<file path="src/rtl/spi_seq_pkg.sv">
package spi_seq_pkg;
  localparam int CMD_W = 16;

  typedef enum logic [3:0] {
    OP_XFER  = 4'd0,
    OP_CS    = 4'd1,
    OP_WRREG = 4'd2,
    OP_MISC  = 4'd3
  } op_e;

  typedef enum logic [1:0] {
    ST_IDLE,
    ST_LOAD,
    ST_SHIFT,
    ST_WAIT
  } st_e;

  typedef struct packed {
    logic [3:0] op;
    logic [3:0] a1;
    logic [7:0] a2;
  } cmd_t;

  localparam logic [3:0] REG_DIV    = 4'd0;
  localparam logic [3:0] REG_MODE   = 4'd1;
  localparam logic [3:0] MISC_SYNC  = 4'd0;
  localparam logic [3:0] MISC_SLEEP = 4'd1;
endpackage

</file>
<file path="src/rtl/spi_seq_tick.sv">
module spi_seq_tick #(
  parameter int DIV_W = 8
) (
  input  logic             clk,
  input  logic             rst,
  input  logic             en,
  input  logic [DIV_W-1:0] div,
  output logic             tick
);
  logic [DIV_W-1:0] cnt_q;

  assign tick = en && (cnt_q == div);

  always_ff @(posedge clk) begin
    if (rst || !en) cnt_q <= '0;
    else if (tick)  cnt_q <= '0;
    else            cnt_q <= cnt_q + 1'b1;
  end
endmodule

</file>
<file path="src/rtl/spi_seq_shift.sv">
module spi_seq_shift #(
  parameter int DW = 8
) (
  input  logic          clk,
  input  logic          rst,
  input  logic          load,
  input  logic [DW-1:0] load_data,
  input  logic          tick,
  input  logic          cpha,
  input  logic          sdi_in,
  output logic          sdo_bit,
  output logic          phase,
  output logic          done,
  output logic [DW-1:0] rx_byte
);
  localparam int EW = $clog2(2 * DW);
  localparam logic [EW-1:0] LAST_EDGE = EW'(2 * DW - 1);

  logic [DW-1:0] tx_q, rx_q;
  logic [EW-1:0] edge_q;
  logic          lead, do_sample, do_shift;

  assign lead      = ~edge_q[0];
  assign do_sample = tick && (lead ^ cpha);
  assign do_shift  = tick && (cpha ? (lead && edge_q != '0) : !lead);
  assign done      = tick && (edge_q == LAST_EDGE);
  assign sdo_bit   = tx_q[DW-1];
  assign rx_byte   = cpha ? {rx_q[DW-2:0], sdi_in} : rx_q;

  always_ff @(posedge clk) begin
    if (rst) begin
      tx_q   <= '0;
      rx_q   <= '0;
      edge_q <= '0;
      phase  <= 1'b0;
    end else if (load) begin
      tx_q   <= load_data;
      edge_q <= '0;
      phase  <= 1'b0;
    end else if (tick) begin
      phase  <= ~phase;
      edge_q <= edge_q + 1'b1;
      if (do_sample) rx_q <= {rx_q[DW-2:0], sdi_in};
      if (do_shift)  tx_q <= {tx_q[DW-2:0], 1'b0};
    end
  end

  a_r2_shift_idle: assert property (@(posedge clk) disable iff (rst)
    load |=> (phase == 1'b0));
endmodule

</file>
<file path="src/rtl/spi_cmd_seq.sv">
module spi_cmd_seq
  import spi_seq_pkg::*;
#(
  parameter int DW    = 8,
  parameter int CS_W  = 8,
  parameter int DIV_W = 8
) (
  input  logic              clk,
  input  logic              rst,
  input  logic              cmd_valid,
  output logic              cmd_ready,
  input  logic [CMD_W-1:0]  cmd_data,
  input  logic              sdo_valid,
  output logic              sdo_ready,
  input  logic [DW-1:0]     sdo_data,
  input  logic              sdi_ready,
  output logic              sdi_valid,
  output logic [DW-1:0]     sdi_data,
  output logic              sclk,
  output logic              sdo,
  output logic              sdo_oe,
  input  logic              sdi,
  output logic              three_wire,
  output logic [CS_W-1:0]   cs_n,
  output logic              sync_pulse,
  output logic [7:0]        sync_id
);
  localparam int WAIT_W = 10;

  st_e              state_q;
  cmd_t             cmd;
  logic [DIV_W-1:0] div_q;
  logic [2:0]       mode_q;
  logic             wr_q, rd_q;
  logic [7:0]       left_q;
  logic [WAIT_W-1:0] wait_q;
  logic             accept, go_load, tick, sh_tick, sh_done, phase;
  logic [DW-1:0]    rx_byte;

  assign cmd        = cmd_t'(cmd_data);
  assign cmd_ready  = (state_q == ST_IDLE);
  assign accept     = cmd_valid && cmd_ready;
  assign go_load    = (state_q == ST_LOAD) && (!wr_q || sdo_valid) && (!rd_q || sdi_ready);
  assign sdo_ready  = go_load && wr_q;
  assign sh_tick    = tick && (state_q == ST_SHIFT);
  assign sclk       = phase ^ mode_q[1];
  assign three_wire = mode_q[2];
  assign sdo_oe     = ~(mode_q[2] && !wr_q && (state_q == ST_LOAD || state_q == ST_SHIFT));

  spi_seq_tick #(.DIV_W(DIV_W)) tick_i (
    .clk (clk),
    .rst (rst),
    .en  (state_q == ST_SHIFT || state_q == ST_WAIT),
    .div (div_q),
    .tick(tick)
  );

  spi_seq_shift #(.DW(DW)) shift_i (
    .clk      (clk),
    .rst      (rst),
    .load     (go_load),
    .load_data(wr_q ? sdo_data : '0),
    .tick     (sh_tick),
    .cpha     (mode_q[0]),
    .sdi_in   (sdi),
    .sdo_bit  (sdo),
    .phase    (phase),
    .done     (sh_done),
    .rx_byte  (rx_byte)
  );

  always_ff @(posedge clk) begin
    if (rst) begin
      state_q    <= ST_IDLE;
      div_q      <= '0;
      mode_q     <= '0;
      wr_q       <= 1'b0;
      rd_q       <= 1'b0;
      left_q     <= '0;
      wait_q     <= '0;
      cs_n       <= '1;
      sync_pulse <= 1'b0;
      sync_id    <= '0;
      sdi_valid  <= 1'b0;
      sdi_data   <= '0;
    end else begin
      sync_pulse <= 1'b0;
      sdi_valid  <= 1'b0;
      case (state_q)
        ST_IDLE: if (accept) begin
          case (cmd.op)
            OP_XFER: begin
              wr_q    <= cmd.a1[0];
              rd_q    <= cmd.a1[1];
              left_q  <= cmd.a2;
              state_q <= ST_LOAD;
            end
            OP_CS: begin
              cs_n <= CS_W'(cmd.a2);
              if (cmd.a1 != 4'd0) begin
                wait_q  <= WAIT_W'(cmd.a1);
                state_q <= ST_WAIT;
              end
            end
            OP_WRREG: begin
              if (cmd.a1 == REG_DIV)  div_q  <= DIV_W'(cmd.a2);
              if (cmd.a1 == REG_MODE) mode_q <= cmd.a2[2:0];
            end
            OP_MISC: begin
              if (cmd.a1 == MISC_SYNC) begin
                sync_pulse <= 1'b1;
                sync_id    <= cmd.a2;
              end
              if (cmd.a1 == MISC_SLEEP) begin
                wait_q  <= (WAIT_W'(cmd.a2) + 1'b1) << 1;
                state_q <= ST_WAIT;
              end
            end
            default: ;
          endcase
        end
        ST_LOAD: if (go_load) state_q <= ST_SHIFT;
        ST_SHIFT: if (sh_done) begin
          sdi_valid <= rd_q;
          sdi_data  <= rx_byte;
          if (left_q == 8'd0) state_q <= ST_IDLE;
          else begin
            left_q  <= left_q - 1'b1;
            state_q <= ST_LOAD;
          end
        end
        ST_WAIT: if (tick) begin
          if (wait_q == WAIT_W'(1)) state_q <= ST_IDLE;
          else                      wait_q  <= wait_q - 1'b1;
        end
        default: state_q <= ST_IDLE;
      endcase
    end
  end

  a_r8_sync_after_accept: assert property (@(posedge clk) disable iff (rst)
    sync_pulse |-> $past(cmd_valid && cmd_ready));
  a_r6_cs_only_on_command: assert property (@(posedge clk) disable iff (rst)
    !$stable(cs_n) |-> $past(cmd_valid && cmd_ready));
  a_r9_no_sdo_underflow: assert property (@(posedge clk) disable iff (rst)
    sdo_ready |-> sdo_valid);
  a_r4_sclk_idle_level: assert property (@(posedge clk) disable iff (rst)
    cmd_ready |-> (sclk == mode_q[1]));
  a_r11_oe_only_three_wire: assert property (@(posedge clk) disable iff (rst)
    !sdo_oe |-> three_wire);
endmodule

</file>
<file path="config.mk">
export PLATFORM = sky130hd
export DESIGN_NAME = spi_cmd_seq
export DESIGN_NICKNAME = d
export VERILOG_FILES = /design/src/rtl/spi_seq_pkg.sv /design/src/rtl/spi_seq_tick.sv /design/src/rtl/spi_seq_shift.sv /design/src/rtl/spi_cmd_seq.sv
export SDC_FILE = /design/constraint.sdc
export NUM_CORES = 1
export LEC_CHECK = 0
export BUFFER_PORTS_ARGS = -buffer_cell sky130_fd_sc_hd__buf_2
export CELL_PAD_IN_SITES_DETAIL_PLACEMENT = 0
export CELL_PAD_IN_SITES_GLOBAL_PLACEMENT = 1
export CORE_UTILIZATION = 30
export DETAILED_ROUTE_END_ITERATION = 10
export PLACE_DENSITY_LB_ADDON = 0.1
export SYNTH_ARGS = -nofsm -noshare
export SYNTH_HDL_FRONTEND = slang
export SYNTH_HIERARCHICAL = 1
export SYNTH_SLANG_ARGS = --single-unit
</file>
<file path="constraint.sdc">
create_clock -name clk -period 5 [get_ports clk]
set_input_delay 0.25 -clock clk [delete_from_list [all_inputs] [get_ports clk]]
set_output_delay 0.25 -clock clk [all_outputs]
set_load 0.02 [all_outputs]
</file>
==> impl_metrics.ini, run 1 <==
[final_layout]
syn_to_final_growth_pct = 14.3
antenna_cells = 0
instances_no_fill = 801
fin_util_pct = 34.9
final_net_count = 625
drive_gt1_share_pct = 17.9
design_area_sq_mm = 0.00552

[timing]
rsz0062_at_grt = no
post-route-period-util_pct = 67.0
skew_ns = 0.00633
maxSlewViolCount = 0
totalNegativeSetupSlack_ns = 0
fin_crit_ns = 3.35
hold_viol = 0
tightest_slew_ns = 0.940
max_freq_mhz = 298
relSlewSlack_pct = 37.0
worst_slack_ns = 1.65
setup_violations = 0

[clocking]
clk_latency_ns = 0.34
htree_levels = 3
cts_root_buffer = clkbuf_16
tritoncts = built
cts_setup_buffers = 0
hold_buffers = 0
numCtsBuffers = 9
cts_resized = 0
clock_path_buffers = 2
clkSlewWorstSetupHoldPaths_ns = 0.06
cts.sinks = 88

[synth]
synthCells = 543
synth_top_cell_area_share_pct = 36.5
synth.distinct_cells = 68
synth-async-reset-ratio_pct = 0
synth.net_count = 586
synth_area_sq_mm = 0.00483
synth_area_leader_cell = dfxtp_1
synthTopCellsByArea = dfxtp_1 36%, mux2i_1 7.7%, a21oi_1 3.8%
synth_edf_count = 0
synth_ff_type = dfxtp_1
ys_seq_area_share_pct = 36.5
synth_seq_cells = 88
synth_warnings = 6
avgSynthCellArea_sq_um = 8.89

[floorplan]
num_io_pins = 62
fp.dieW_um = 129
dieArea_sq_mm = 0.0166
row_count = 46
initial_utilization_pct = 30.5
core-area_sq_mm = 0.0158
die_height_um = 129

[routing]
drt_iter0_drc = 166
vias_per_cell = 4.99
num_vias = 3999
dr_wl_met3_um = 551
wl_met2_um = 5890
routedWlPerCell_um = 16.2
wirelength_met1_um = 6330
route.detailed.drc = 0
dr.max_layer_used = met4
totalWireLength_um = 13000
antenna_left = 0
first_pass_iters = 4

[pwr]
combPwrFrac_pct = 14.5
power.density_mw_per_mm2 = 308
vdd.ir_drop.worst_v = 0.000174
cellLeakagePower_uw = 0.00210
power.internal_uw = 1240
pwr-share-clk_pct = 41.8
switching_power_uw = 456
seqPwrFrac_pct = 43.7
switching_share_pct = 26.8

[min_path]
min_to = shift_i/rx_q[0]
holdPathStages = 3
hold_class = input port to flop
hp-start = sdi

[critical_path]
worst_path_largest_cell_delay_ns = 0.52
worstSetupPathType = flop to flop
crit_path_max_fanout = 11
cp-start-kind = flop
crit_required_ns = 5.25
cp_cell_sequence = xor2_2, nor4_4, and3_1, and2_1, and4_1, nand2b_1, o2111ai_1, or4_1, o31ai_1
regToRegEndpoint = state_q[0]
setup.worst_path.end_class = flop
critPathTopFamily = simple AND/OR/NAND/NOR gates
arrival_ns = 3.61
rr_worst_depth = 9
rrSetupSlack_ns = 1.65
crit_buf_inv = 0
slowest_stage = nor4_4
r2r_start = tick_i/cnt_q[2]

[place]
placed_cell_area_sq_mm = 0.00522
dp.cells = 787
pre_cts_ws_ns = 1.63
gp_congestion = 0.786
hpwl_um = 9220
io_buffers = 61

[global_routing]
grt_first_pass_wirelength_um = 20900
overflow = 0
antenna_found_initial = 0
grt_pass1_vias = 3890
grtUsageTotal_pct = 16.5
grt_start_max_net_pins = 54

[job]
cap_violations = 0

[outcome]
status = finished, final reports clean
[through the flow]
step                      power [uW]  hold WS, ns
after floorplan                  938        0.368
after global placement          1000        0.449
after detailed placement        1000        0.451
after CTS                       1730        0.149
after global routing            1780        0.210
final                           1700        0.165
[routing by layer]
metal | global-route usage, % | vias to the layer above
li1 | - | 1997
met1 | 21.6 | 1905
met2 | 26.8 | 83
met3 | 3.37 | 14
met4 | 6.30 | 0
met5 | 0 | -
[synth_stat cells, types with 5 or more instances]
library cell / instances
dfxtp_1: 88
nor2_1: 49
a21oi_1: 37
mux2i_1: 37
nand2_1: 33
inv_1: 26
o21ai_0: 23
nand3_1: 21
clkbuf_1: 19
nor2b_1: 15
ha_1: 13
xor2_1: 13
and2_1: 11
nand2b_1: 10
mux2_2: 9
or3_1: 9
a211o_1: 8
nor4_1: 7
xnor2_1: 7
a211oi_1: 6
a221oi_2: 6
buf_6: 6
o31ai_1: 6
nand4_1: 5
[state kept, by name, indices dropped and copies added (netlist names), 3 cells and up]
signal          flops
cs_n                8
div_q               8
left_q              8
mode_q              3
sdi_data            8
shift_i/edge_q      4
shift_i/rx_q        8
shift_i/tx_q        8
sync_id             8
tick_i/cnt_q        8
wait_q             10
[layout make-up]
type / instances / area, sq um
Inverter: 26 / 97.6
Multi-Input combinational cell: 394 / 2770
Sequential cell: 88 / 1760
Fill cell: 1673 / 10300
Clock buffer: 11 / 233
Tap cell: 216 / 270
Clock inverter: 3 / 68.8
Timing Repair Buffer: 63 / 320
[layout by cell type (no fill, tap or decap), types with 3 or more instances in the layout]
cell	n
a221oi_1	3
a21oi_1	37
o21ai_0	23
xnor2_1	7
mux2_2	9
a21o_1	3
nor2b_1	15
nor4_1	7
nor2_1	49
nor3_1	4
nand3b_1	4
or3_1	9
xor2_1	13
dfxtp_1	88
and3_1	4
a211oi_1	6
a21boi_0	4
or4_1	4
nand2_1	33
nand4_1	5
a211o_1	8
buf_2	61
a221oi_2	6
nand2b_1	10
and2_1	11
ha_1	13
nand3_1	21
clkbuf_16	9
o31ai_1	6
inv_1	26
mux2i_1	37
[worst max-delay path by stage]
stage                               start         end  slack, ns  cells after the start
after floorplan                state_q[0]   left_q[7]       1.73                     16
after global placement    tick_i/cnt_q[2]  state_q[0]       1.75                      9
after detailed placement  tick_i/cnt_q[2]  state_q[1]       1.63                      9
after CTS                 tick_i/cnt_q[2]  state_q[0]       1.62                      9
after global routing      tick_i/cnt_q[2]  state_q[0]       1.33                      9
final                     tick_i/cnt_q[2]  state_q[0]       1.65                      9
[cell families after synthesis]
kind of cell    count (synthesis)  synth area share, %
simple gates                  197                 22.9
compound gates                117                 17.4
flops                          88                 36.5
buf+inv                        61                 6.22
mux                            46                 9.77
xor+xnor                       21                 3.96
fa+ha+maj                      13                 3.37
[power by group through the flow]
stage	logic (uW)	registers, uW	clock network, uW
floorplan	182	756	0
global placement	246	759	0
detailed placement	246	759	0
CTS	247	744	736
global route	275	748	758
finish	246	744	710
[worst reg2reg max path, cell delays in order, from the launching register on]
cell and delay [ns]:
dfxtp_1 0.48, xor2_2 0.13, nor4_4 0.52, and3_1 0.32, and2_1 0.42, and4_1 0.50, nand2b_1 0.16, o2111ai_1 0.15
or4_1 0.51, o31ai_1 0.08
Power figures use the tool's default switching activity.
==> inputs of run 2 (changes only) <==
clock period = 3 ns   (was 5 ns; I/O delays follow)
==> run 2 against run 1 <==
- cell count is 1.4% higher
- clock power up 48%
- global-route usage hardly changed
- die area stayed put
==> impl_metrics.ini, run 2 (same netlist as run 1, synthesis figures left out) <==
[outcome]
status = finished, final reports clean

[critical_path]
crit_start = tick_i/cnt_q[2]
crit_path_max_fanout = 6
critPathTopFamily = simple AND/OR/NAND/NOR gates
rr_worst_depth = 9
arrival_ns = 2.73
crit_cells = 9
regToRegEndpoint = state_q[1]
cp_cell_sequence = xor2_2, nor4_4, and3_1, and2_1, and4_1, nand2b_1, o2111ai_1, or4_1, o31ai_1
crit_buf_inv = 0
crit_required_ns = 3.26
slowest_stage = or4_1
cp-start-kind = flop
rrSetupSlack_ns = 0.53
worst_path_largest_cell_delay_ns = 0.49
worstSetupPathType = flop to flop
r2r_start = tick_i/cnt_q[2]
setup.worst_path.end_class = flop

[timing]
tightest_slew_ns = 0.984
totalNegativeSetupSlack_ns = 0
skew_ns = 0.00742
post-route-period-util_pct = 82.3
fin_crit_ns = 2.47
worst_slack_ns = 0.531
hold_slack_ns = 0.0542
maxSlewViolCount = 0
rsz0062_at_grt = no
setup_violations = 0
relSlewSlack_pct = 33.8
max_freq_mhz = 405
hold_viol = 0

[clocking]
cts_resized = 0
clkSlewWorstSetupHoldPaths_ns = 0.06
cts_setup_buffers = 0
clk_latency_ns = 0.35
cts.sinks = 88
hold_buffers = 0
cts_root_buffer = clkbuf_16
numCtsBuffers = 9
htree_levels = 3
tritoncts = built
clock_path_buffers = 2

[final_layout]
final_net_count = 634
most-common-layout-cells = 88 x dfxtp_1, 61 x buf_2, 49 x nor2_1, 37 x a21oi_1, 37 x mux2i_1
drive_gt1_share_pct = 19.3
largest_reg_flops = 10
antenna_cells = 0
regMostFlops = wait_q
syn_to_final_growth_pct = 15.0
mostFrequentLayoutCell = dfxtp_1

[routing]
antenna_left = 0
routedWlPerCell_um = 15.8
num_vias = 4037
first_pass_iters = 4
drt_iter0_drc = 294
route.detailed.drc = 0
vias_per_cell = 4.97
totalWireLength_um = 12800

[floorplan]
core-area_sq_mm = 0.0158
row_count = 46
initial_utilization_pct = 30.5
fp.dieW_um = 129
die_height_um = 129
dieArea_sq_mm = 0.0166
num_io_pins = 62

[place]
hpwl_um = 9100
pre_cts_ws_ns = 0.539
gp_congestion = 0.760
io_buffers = 61

[global_routing]
overflow = 0
grtUsageTotal_pct = 16.5
grt_start_max_net_pins = 36
grt_pass1_vias = 3833
grt_first_pass_wirelength_um = 20800
antenna_found_initial = 0

[min_path]
min_to = shift_i/rx_q[0]
holdPathStages = 3
hp-start = sdi
hold_class = input port to flop

[pwr]
cellLeakagePower_uw = 0.00213
vdd.ir_drop.worst_v = 0.000292
power.density_mw_per_mm2 = 488

[job]
cap_violations = 0
-- run 2: changes by cell type in the layout (fill, tap and decap cells not counted), sizes merged --
cell / before / now
bufinv: 2 / 0
buf: 63 / 72
clkinvlp: 0 / 1
clkinv: 1 / 2
clkbuf: 11 / 13
-- run 2: report_power, final --
part | switching, uW | total [uW] | internal, uW
Combinational | 268 | 417 | 148
Sequential | 32.4 | 1240 | 1210
Clock | 470 | 1050 | 582
Total | 771 | 2710 | 1940
-- run 2: area by class of cell --
type                    count  area (sq um)
flip-flops and latches     88          1760
inverters                  26          97.6
clock buffers              13           250
clock inverters             3          17.5
repair buffers             72           388
well taps                 216           270
fillers                  1667         10300
multi-input cells         394          2770
-- run 2: worst max path at each step --
stage / endpoint / slack [ns]
after floorplan: left_q[7] / 0.02
after global placement: state_q[0] / 0.60
after detailed placement: state_q[0] / 0.54
after CTS: state_q[1] / 0.52
after global routing: state_q[0] / 0.34
final: state_q[1] / 0.53
-- run 2: per-stage QoR --
step	power (uW)	cells	instance area (sq um)	utilization (%)
6_report	2710	812	5550	35.1
5_1_grt	2850	812	5550	35.1
4_1_cts	2760	812	5550	35.1
3_5_place_dp	1690	796	5290	33.4
3_3_place_gp	1680	796	5290	33.4
2_1_floorplan	1560	543	4830	-
-- run 2: worst min-delay path: cells and delay by family --
kind,cells,cell delay (ns)
buffers and inverters,1,0.09
and+or+nand+nor,1,0.07
muxes,1,0.05
-- run 2: per-layer routing --
layer	share of wire [%]	GRT usage (%)	vias up
met1	49	22.1	1906
li1	-	-	2023
met3	4.6	4.37	15
met5	0	0	-
met2	44	25.5	93
met4	1.8	5.88	0
==> inputs of run 3 (changes only) <==
clock period = 2.3 ns   (was 3 ns; I/O delays follow)
==> run 3 against run 2 <==
- sequential cell count unchanged
- clock skew decreased by 0.0046 ns
- critical endpoint unchanged
- clock-buffer cell count decreased by 2
- largest cell class unchanged
==> impl_metrics.ini, run 3 (same netlist as run 1, synthesis figures left out) <==
[outcome]
status = finished, final reports clean

[timing]
relSlewSlack_pct = 64.8
max_freq_mhz = 448
post-route-period-util_pct = 97.0
setup_violations = 0
rsz0062_at_grt = yes
tightest_slew_ns = 0.524
hold_slack_ns = 0.0251
maxSlewViolCount = 0
hold_viol = 0
totalNegativeSetupSlack_ns = 0
skew_ns = 0.00282
fin_crit_ns = 2.23

[place]
dp.cells = 812
io_buffers = 61
gp_congestion = 0.735
placed_cell_area_sq_mm = 0.00542
hpwl_um = 9010

[final_layout]
multiInputGateArea_sq_mm = 0.00282
mostFrequentLayoutCell = dfxtp_1
register_area_sq_mm = 0.00177
design_area_sq_mm = 0.00576
antenna_cells = 0
most-common-layout-cells = 84 x dfxtp_1, 61 x buf_2, 49 x nor2_1, 37 x a21oi_1, 37 x mux2i_1
largest_reg_flops = 10
syn_to_final_growth_pct = 19.3
drive_gt1_share_pct = 23.9
fillers = 1662
regMostFlops = wait_q
final_net_count = 652
instances_no_fill = 828

[routing]
route.detailed.drc = 0
totalWireLength_um = 12800
routedWlPerCell_um = 15.4
drt_iter0_drc = 199
antenna_left = 0
first_pass_iters = 4
num_vias = 4049
vias_per_cell = 4.89

[critical_path]
critPathTopFamily = simple AND/OR/NAND/NOR gates
cp-start-kind = flop
slowest_stage = or4_1
worstSetupPathType = flop to flop
cp_cell_sequence = xor2_1, nor4_4, and3_4, and2_4, and4_4, nand2b_1, o2111ai_2, or4_1, o31ai_1
r2r_start = tick_i/cnt_q[4]
worst_path_largest_cell_delay_ns = 0.43
rr_worst_depth = 9
crit_path_max_fanout = 3
regToRegEndpoint = state_q[1]
crit_buf_inv = 0
rrSetupSlack_ns = 0.07
crit_required_ns = 2.56
setup.worst_path.end_class = flop
arrival_ns = 2.49

[floorplan]
row_count = 46
num_io_pins = 62
dieArea_sq_mm = 0.0166
core-area_sq_mm = 0.0158
die_height_um = 129
initial_utilization_pct = 30.5
fp.dieW_um = 129

[min_path]
hold_class = input port to flop
min_to = shift_i/rx_q[0]
holdPathStages = 3
hp-start = sdi

[clocking]
numCtsBuffers = 9
cts.sinks = 88
tritoncts = built
htree_levels = 3
clk_latency_ns = 0.34
cts_root_buffer = clkbuf_16
hold_buffers = 0
clkSlewWorstSetupHoldPaths_ns = 0.06
clock_path_buffers = 2

[pwr]
seqPwrFrac_pct = 44.4
pwr-share-clk_pct = 40.2
cellLeakagePower_uw = 0.00225
switching_share_pct = 27.4
power.density_mw_per_mm2 = 633
vdd.ir_drop.worst_v = 0.000383
combPwrFrac_pct = 15.4
power.internal_uw = 2650
switching_power_uw = 1000

[global_routing]
overflow = 0
grt_start_max_net_pins = 37
grt_pass1_vias = 3978
grt_first_pass_wirelength_um = 20800
antenna_found_initial = 0
grtUsageTotal_pct = 16.4

[job]
cap_violations = 0
[run 3: worst max path at each step]
stage	from	endpoint	slack, ns	cells past startpoint
6_report	tick_i/cnt_q[4]	state_q[1]	0.07	9
5_1_grt	div_q[2]	state_q[1]	-0.06	9
4_1_cts	tick_i/cnt_q[4]	state_q[1]	-0.006	9
3_5_place_dp	tick_i/cnt_q[5]	state_q[0]	-0.03	9
3_3_place_gp	tick_i/cnt_q[0]	left_q[3]	0.06	10
2_1_floorplan	state_q[0]	left_q[1]	-0.29	16
[run 3: area by class of cell]
cell class | instances | area share, %
flip-flops and latches | 88 | 30.7
well taps | 216 | 4.69
clock buffers | 11 | 4.21
repair buffers | 89 | 9.01
clock inverters | 3 | 0.760
inverters | 26 | 1.69
multi-input cells | 395 | 49.0
[run 3: metal layers]
metal,part of all wire (%),vias up,GRT usage [%]
met3,5.4,12,4.66
met5,0,-,0
met2,46,91,26.5
li1,-,2055,-
met1,47,1891,21.2
met4,1.1,0,4.57
[run 3: what timing repair did]
item / CTS / global route
gates resized for setup: 3 / 7
pin swaps: 2 / 7
setup buffers: 1 / 0
cloned: 0 / 1
setup endpoints to repair: 3 / 31
[run 3: stage by stage]
step / setup slack [ns] / power [uW] / util, %
after global routing: -0.0595 / 3840 / 36.4
after global placement: 0.0597 / 2200 / 34.3
final: 0.0687 / 3650 / 36.4
after detailed placement: -0.0308 / 2200 / 34.3
after floorplan: -0.286 / 2050 / -
after CTS: -0.00583 / 3710 / 36.2
[run 3: worst reg2reg max path: cells and delay by family (launching register included)]
family                    cells  cell delay [ns]
xor gates and xnor gates      1             0.18
AOI/OAI and AO/OA             2             0.22
DFF                           1             0.33
and+or+nand+nor               6             1.42
[run 3: power by group through the flow]
stage / sequential, uW / clock, uW / combinational (uW)
final: 1620 / 1470 / 561
after global routing: 1630 / 1590 / 624
after CTS: 1620 / 1530 / 561
after detailed placement: 1650 / 0 / 553
after global placement: 1650 / 0 / 550
after floorplan: 1650 / 0 / 403
